[src/rtl/slp_pd_pkg.sv]
package slp_pd_pkg;
  typedef enum logic [1:0] {
    ST_RUN      = 2'd0,
    ST_PWRDN    = 2'd1,
    ST_WAKE_EXC = 2'd2,
    ST_SLP_EXC  = 2'd3
  } slp_state_e;

  localparam logic VEC_IRQ = 1'b0;
  localparam logic VEC_SLP = 1'b1;
endpackage

[src/rtl/slp_wake_edge.sv]
module slp_wake_edge #(
  parameter int NUM_WAKE = 4,
  parameter int IDX_W    = 2
) (
  input  logic                clk,
  input  logic                rst_n,
  input  logic [NUM_WAKE-1:0] req_i,
  output logic                hit_o,
  output logic [IDX_W-1:0]    idx_o
);
  logic [NUM_WAKE-1:0] prev_q;
  logic [NUM_WAKE-1:0] rise;

  // one history flop per request line
  for (genvar g = 0; g < NUM_WAKE; g++) begin : g_line
    always_ff @(posedge clk or negedge rst_n) begin
      if (!rst_n) prev_q[g] <= 1'b0;
      else        prev_q[g] <= req_i[g];
    end
    assign rise[g] = req_i[g] & ~prev_q[g];
  end

  assign hit_o = |rise;

  // lowest index wins
  always_comb begin
    idx_o = '0;
    for (int i = NUM_WAKE - 1; i >= 0; i--) begin
      if (rise[i]) idx_o = IDX_W'(i);
    end
  end
endmodule

[src/rtl/slp_pd_fsm.sv]
module slp_pd_fsm
  import slp_pd_pkg::*;
#(
  parameter int IDX_W = 2
) (
  input  logic             clk,
  input  logic             rst_n,
  input  logic             sleep_i,
  input  logic             exc_en_i,
  input  logic             stby_i,
  input  logic             ret_i,
  input  logic             wake_hit_i,
  input  logic [IDX_W-1:0] wake_idx_i,
  output logic             pd_o,
  output logic             req_o,
  output logic             vec_o,
  output logic [IDX_W-1:0] src_o,
  output logic             busy_o,
  output logic             cfg_err_o
);
  slp_state_e state_q, state_d;
  logic req_d, vec_d, cfg_d;
  logic [IDX_W-1:0] src_d;
  logic accept;

  assign accept = sleep_i && (state_q != ST_PWRDN);

  always_comb begin
    state_d = state_q;
    req_d   = 1'b0;
    vec_d   = vec_o;
    src_d   = src_o;
    cfg_d   = cfg_err_o;
    if (accept) begin
      cfg_d = exc_en_i & stby_i;
      if (exc_en_i) begin
        state_d = ST_SLP_EXC;
        req_d   = 1'b1;
        vec_d   = VEC_SLP;
      end else begin
        state_d = ST_PWRDN;
      end
    end else if (state_q == ST_PWRDN) begin
      if (wake_hit_i) begin
        state_d = ST_WAKE_EXC;
        req_d   = 1'b1;
        vec_d   = VEC_IRQ;
        src_d   = wake_idx_i;
      end
    end else if (ret_i && (state_q != ST_RUN)) begin
      state_d = ST_RUN;
    end
  end

  always_ff @(posedge clk or negedge rst_n) begin
    if (!rst_n) begin
      state_q   <= ST_RUN;
      req_o     <= 1'b0;
      vec_o     <= 1'b0;
      src_o     <= '0;
      cfg_err_o <= 1'b0;
    end else begin
      state_q   <= state_d;
      req_o     <= req_d;
      vec_o     <= vec_d;
      src_o     <= src_d;
      cfg_err_o <= cfg_d;
    end
  end

  assign pd_o   = (state_q == ST_PWRDN);
  assign busy_o = (state_q == ST_WAKE_EXC) || (state_q == ST_SLP_EXC);

  p_pd_entry_r1: assert property (@(posedge clk) disable iff (!rst_n)
    (accept && !exc_en_i) |=> (pd_o && !req_o));

  p_wake_exit_r2: assert property (@(posedge clk) disable iff (!rst_n)
    (pd_o && wake_hit_i) |=> (!pd_o && req_o && !vec_o && busy_o));

  p_slp_exc_r3: assert property (@(posedge clk) disable iff (!rst_n)
    (accept && exc_en_i) |=> (req_o && vec_o && !pd_o));

  p_cfg_err_r6: assert property (@(posedge clk) disable iff (!rst_n)
    (accept && exc_en_i && stby_i) |=> (cfg_err_o && vec_o));

  p_pd_ignore_r7: assert property (@(posedge clk) disable iff (!rst_n)
    (pd_o && sleep_i && !wake_hit_i) |=> (pd_o && !req_o));

  p_ret_idle_r8: assert property (@(posedge clk) disable iff (!rst_n)
    (busy_o && ret_i && !sleep_i) |=> (!busy_o && !pd_o && !req_o));
endmodule

[src/rtl/slp_pd_ctrl.sv]
module slp_pd_ctrl #(
  parameter int NUM_WAKE = 4,
  parameter int IDX_W    = (NUM_WAKE > 1) ? $clog2(NUM_WAKE) : 1
) (
  input  logic                clk,
  input  logic                rst_n,
  input  logic                sleep_retire_i,
  input  logic                slp_exc_en_i,
  input  logic                stby_sel_i,
  input  logic [NUM_WAKE-1:0] wake_req_i,
  input  logic                exc_ret_i,
  output logic                pd_o,
  output logic                exc_req_o,
  output logic                exc_vec_o,
  output logic [IDX_W-1:0]    exc_src_o,
  output logic                in_handler_o,
  output logic                cfg_err_o
);
  logic             wake_hit;
  logic [IDX_W-1:0] wake_idx;

  slp_wake_edge #(.NUM_WAKE(NUM_WAKE), .IDX_W(IDX_W)) u_edge (
    .clk   (clk),
    .rst_n (rst_n),
    .req_i (wake_req_i),
    .hit_o (wake_hit),
    .idx_o (wake_idx)
  );

  slp_pd_fsm #(.IDX_W(IDX_W)) u_fsm (
    .clk        (clk),
    .rst_n      (rst_n),
    .sleep_i    (sleep_retire_i),
    .exc_en_i   (slp_exc_en_i),
    .stby_i     (stby_sel_i),
    .ret_i      (exc_ret_i),
    .wake_hit_i (wake_hit),
    .wake_idx_i (wake_idx),
    .pd_o       (pd_o),
    .req_o      (exc_req_o),
    .vec_o      (exc_vec_o),
    .src_o      (exc_src_o),
    .busy_o     (in_handler_o),
    .cfg_err_o  (cfg_err_o)
  );

  // an edge already present at entry must not reach the state machine as a wake
  p_early_edge_r5: assert property (@(posedge clk) disable iff (!rst_n)
    ($rose(pd_o) && (wake_req_i == $past(wake_req_i))) |-> !wake_hit);
endmodule

[config.mk]
export PLATFORM = sky130hd
export DESIGN_NAME = slp_pd_ctrl
export DESIGN_NICKNAME = d
export VERILOG_FILES = /design/src/rtl/slp_pd_pkg.sv /design/src/rtl/slp_wake_edge.sv /design/src/rtl/slp_pd_fsm.sv /design/src/rtl/slp_pd_ctrl.sv
export SDC_FILE = /design/constraint.sdc
export NUM_CORES = 1
export LEC_CHECK = 0
export ABC_AREA = 1
export BUFFER_PORTS_ARGS = -buffer_cell sky130_fd_sc_hd__buf_2
export CORE_MARGIN = 2
export CORE_UTILIZATION = 25
export CTS_CLUSTER_DIAMETER = 200
export DETAILED_ROUTE_END_ITERATION = 16
export GPL_TIMING_DRIVEN = 0
export PLACE_DENSITY = 0.56
export SLEW_MARGIN = 15
export SYNTH_ARGS = -nofsm -noshare
export SYNTH_HDL_FRONTEND = slang
export SYNTH_SLANG_ARGS = --single-unit
[constraint.sdc]
create_clock -name clk -period 0.95 [get_ports clk]
set_input_delay 0.1425 -clock clk [delete_from_list [all_inputs] [get_ports clk]]
set_output_delay 0.1425 -clock clk [all_outputs]
set_load 0.02 [all_outputs]
==> flow_summary.json <==
{
  "drc": 0,
  "cts-root-buf": "clkbuf_4",
  "violations": "setup timing",
  "power_density_nw_per_um2": 2970,
  "diodes": 0,
  "cp_slowest_cell": "dfrtp_1",
  "first_pass_iters": 4,
  "synth_cell_type_count": 13,
  "die_area_sq_um": 2300,
  "fillCellCount": 196,
  "max_stage_delay_ps": 410,
  "synth_top_area_share": 0.570,
  "routed_wl_mm": 1.06,
  "syn2layout_area_growth_pct": 59.3,
  "critPathKind": "reg2out",
  "hold_violations": 0,
  "avgSynthCellArea_sq_um": 9.11,
  "nNetsFinal": 93,
  "crit_start": "u_fsm.state_q[1]",
  "yosys.area.top_type": "dfrtp_1",
  "stdcell_count": 107,
  "crit_arrival_ps": 1000,
  "setup_ws_ps": -188,
  "timing.fmax_mhz": 879,
  "start_util": 0.274,
  "maxSlewViolCount": 0,
  "fp-row-count": 15,
  "ioPinCount": 17,
  "postSynthNetCount": 63,
  "finalClockSkew_ps": 2.05,
  "drive_above_1_share": 0.488,
  "status": "finished with violations",
  "post-place-cells": 94,
  "finalWeightedCongestion": 0.686,
  "fin_crit_sh": 1.20,
  "ys_seq_elements": 11,
  "numPortBuffers": 16,
  "die_w_um": 48.0,
  "crit_fanout": 5,
  "place.detailed.hpwl_um": 698,
  "grt_max_degree": 12,
  "setup_viol": 9,
  "ir_drop_uv": 976,
  "end_kind": "output pin",
  "path_clk_slew_ps": 70,
  "cp_top_family": "flip-flops",
  "ys_warn_count": 0,
  "grt_pass1_wl_mm": 1.65,
  "grt_pass1_vias": 419,
  "wl_per_cell_um": 9.88,
  "worst_slew_margin_rel": 0.836,
  "clock_sinks": 11,
  "hold_path_class": "in2reg",
  "cts_tree": "built",
  "core_area_sq_um": 1760,
  "r2r-start": "u_fsm.state_q[1]",
  "viasPerCell": 4.01,
  "numCtsBuffers": 3,
  "yosysSeqAreaShare": 0.570,
  "dr.first_iter.drc_count": 5,
  "ant_nets": 0,
  "synth_area_sq_um": 483,
  "rsz0062_at_grt": "true",
  "synth_area_leaders": "dfrtp_1 57%, nand2_1 14%, nand2_4 9.3%",
  "die_h_um": 48.0,
  "crit_buf_inv": 3,
  "maxCapViolations": 0,
  "clk_latency_ps": 260,
  "period_minus_slack_ps": 1140,
  "vias": 429,
  "fin_setup_tns_ps": -1120,
  "crit_required_ps": 810,
  "syn_inst": 53,
  "start_kind": "register",
  "tightestPinTransition_ps": 246,
  "crit_chain": "inv_2 > nand2_4 > inv_6 > buf_6",
  "clk_path_buf_depth": 2,
  "antenna_found_initial": 0,
  "grt.overflow.total": 0,
  "globalRouteTotalUtil": 0.107,
  "leakagePower_uw": 0.000427,
  "htreeDepth": 1,
  "hp-start": "wake_req_i[2]"
}
==> routing by layer <==
metal  global-route usage  part of all wire
met1                0.114              0.39
met2                0.189              0.54
met3               0.0340             0.051
met4               0.0486             0.013
met5                    0                 0
==> stage by stage <==
| stage | setup slack (ps) | utilization | power, uW | cell area (sq um) | hold slack (ps) |
|---|---|---|---|---|---|
| 3_5_place_dp | -74.2 | 0.338 | 1520 | 597 | 28.4 |
| 4_1_cts | -186 | 0.392 | 2020 | 692 | 2.05 |
| 2_1_floorplan | -27.9 | - | 1290 | 485 | -153 |
| 3_3_place_gp | -71.1 | 0.338 | 1510 | 597 | 20.0 |
| 6_report | -188 | 0.436 | 2280 | 769 | 5.68 |
| 5_1_grt | -248 | 0.436 | 2480 | 769 | 2.89 |
==> where the power goes <==
part	leakage [uW]	switching (uW)	internal (uW)	total (uW)
combinational	0.000280	636	617	1250
sequential	0.000132	108	616	724
clock	0.0000150	145	162	307
==> cell usage after synthesis <==
cell type and n:
inv_2 2, nand2_4 4, a21boi_1 1, a21oi_1 1, nand2_1 18, nand3_1 3, inv_1 7, clkbuf_1 1
o21ai_0 1, nand4_1 2, dfrtp_1 11, nor2_2 1, inv_4 1
==> cells by family (layout without fill, tap and decap cells) <==
kind of cell	count (synthesis)	count (layout)	synth area share
AOI/OAI and AO/OA	3	3	0.0363
and+or+nand+nor	28	28	0.303
buffers and inverters	11	40	0.0907
DFF	11	11	0.570
==> placed cells by master (no fill, tap or decap), drive strengths merged <==
cell type / instances
a21boi: 1
a21oi: 1
buf: 22
clkbuf: 5
dfrtp: 11
dlygate4sd3: 3
inv: 10
nand2: 22
nand3: 3
nand4: 2
nor2: 1
o21ai: 1
==> sequential cells by signal, summed over array words and instances (netlist names) <==
name,count
u_fsm.req_o,1
u_fsm.state_q,2
u_fsm.vec_o,1
u_fsm.cfg_err_o,1
u_fsm.src_o,2
u_edge.prev_q,4
==> what timing repair did <==
action | CTS | global route
pin swaps | 1 | 1
setup buffers | 4 | 2
gates resized for setup | 7 | 16
endpoints found under the setup margin | 9 | 13
hold buffers | 2 | 1
endpoints found under the hold margin | 12 | 1
==> worst paths after layout <==
kind	endpoint	slack (ps)	depth (start not counted)
max	pd_o	-190	4
max in group asynchronous	u_fsm.src_o[1]	460	2
min in group asynchronous	u_edge.prev_q[3]	290	2
max reg2reg	u_fsm.vec_o	-150	9
min reg2reg	u_fsm.src_o[0]	510	2
min	u_edge.prev_q[2]	6	1
==> final cells by class <==
cell class                      instances  area (sq um)  area share
Sequential cell                        11           275       0.358
Timing Repair Buffer                   25           196       0.255
Multi-Input combinational cell         31           194       0.252
Inverter                               10          42.5      0.0553
Tap cell                               25          31.3      0.0407
Clock buffer                            4          26.3      0.0341
Buffer                                  1          3.75     0.00488
(Power assumes the default switching activity.)
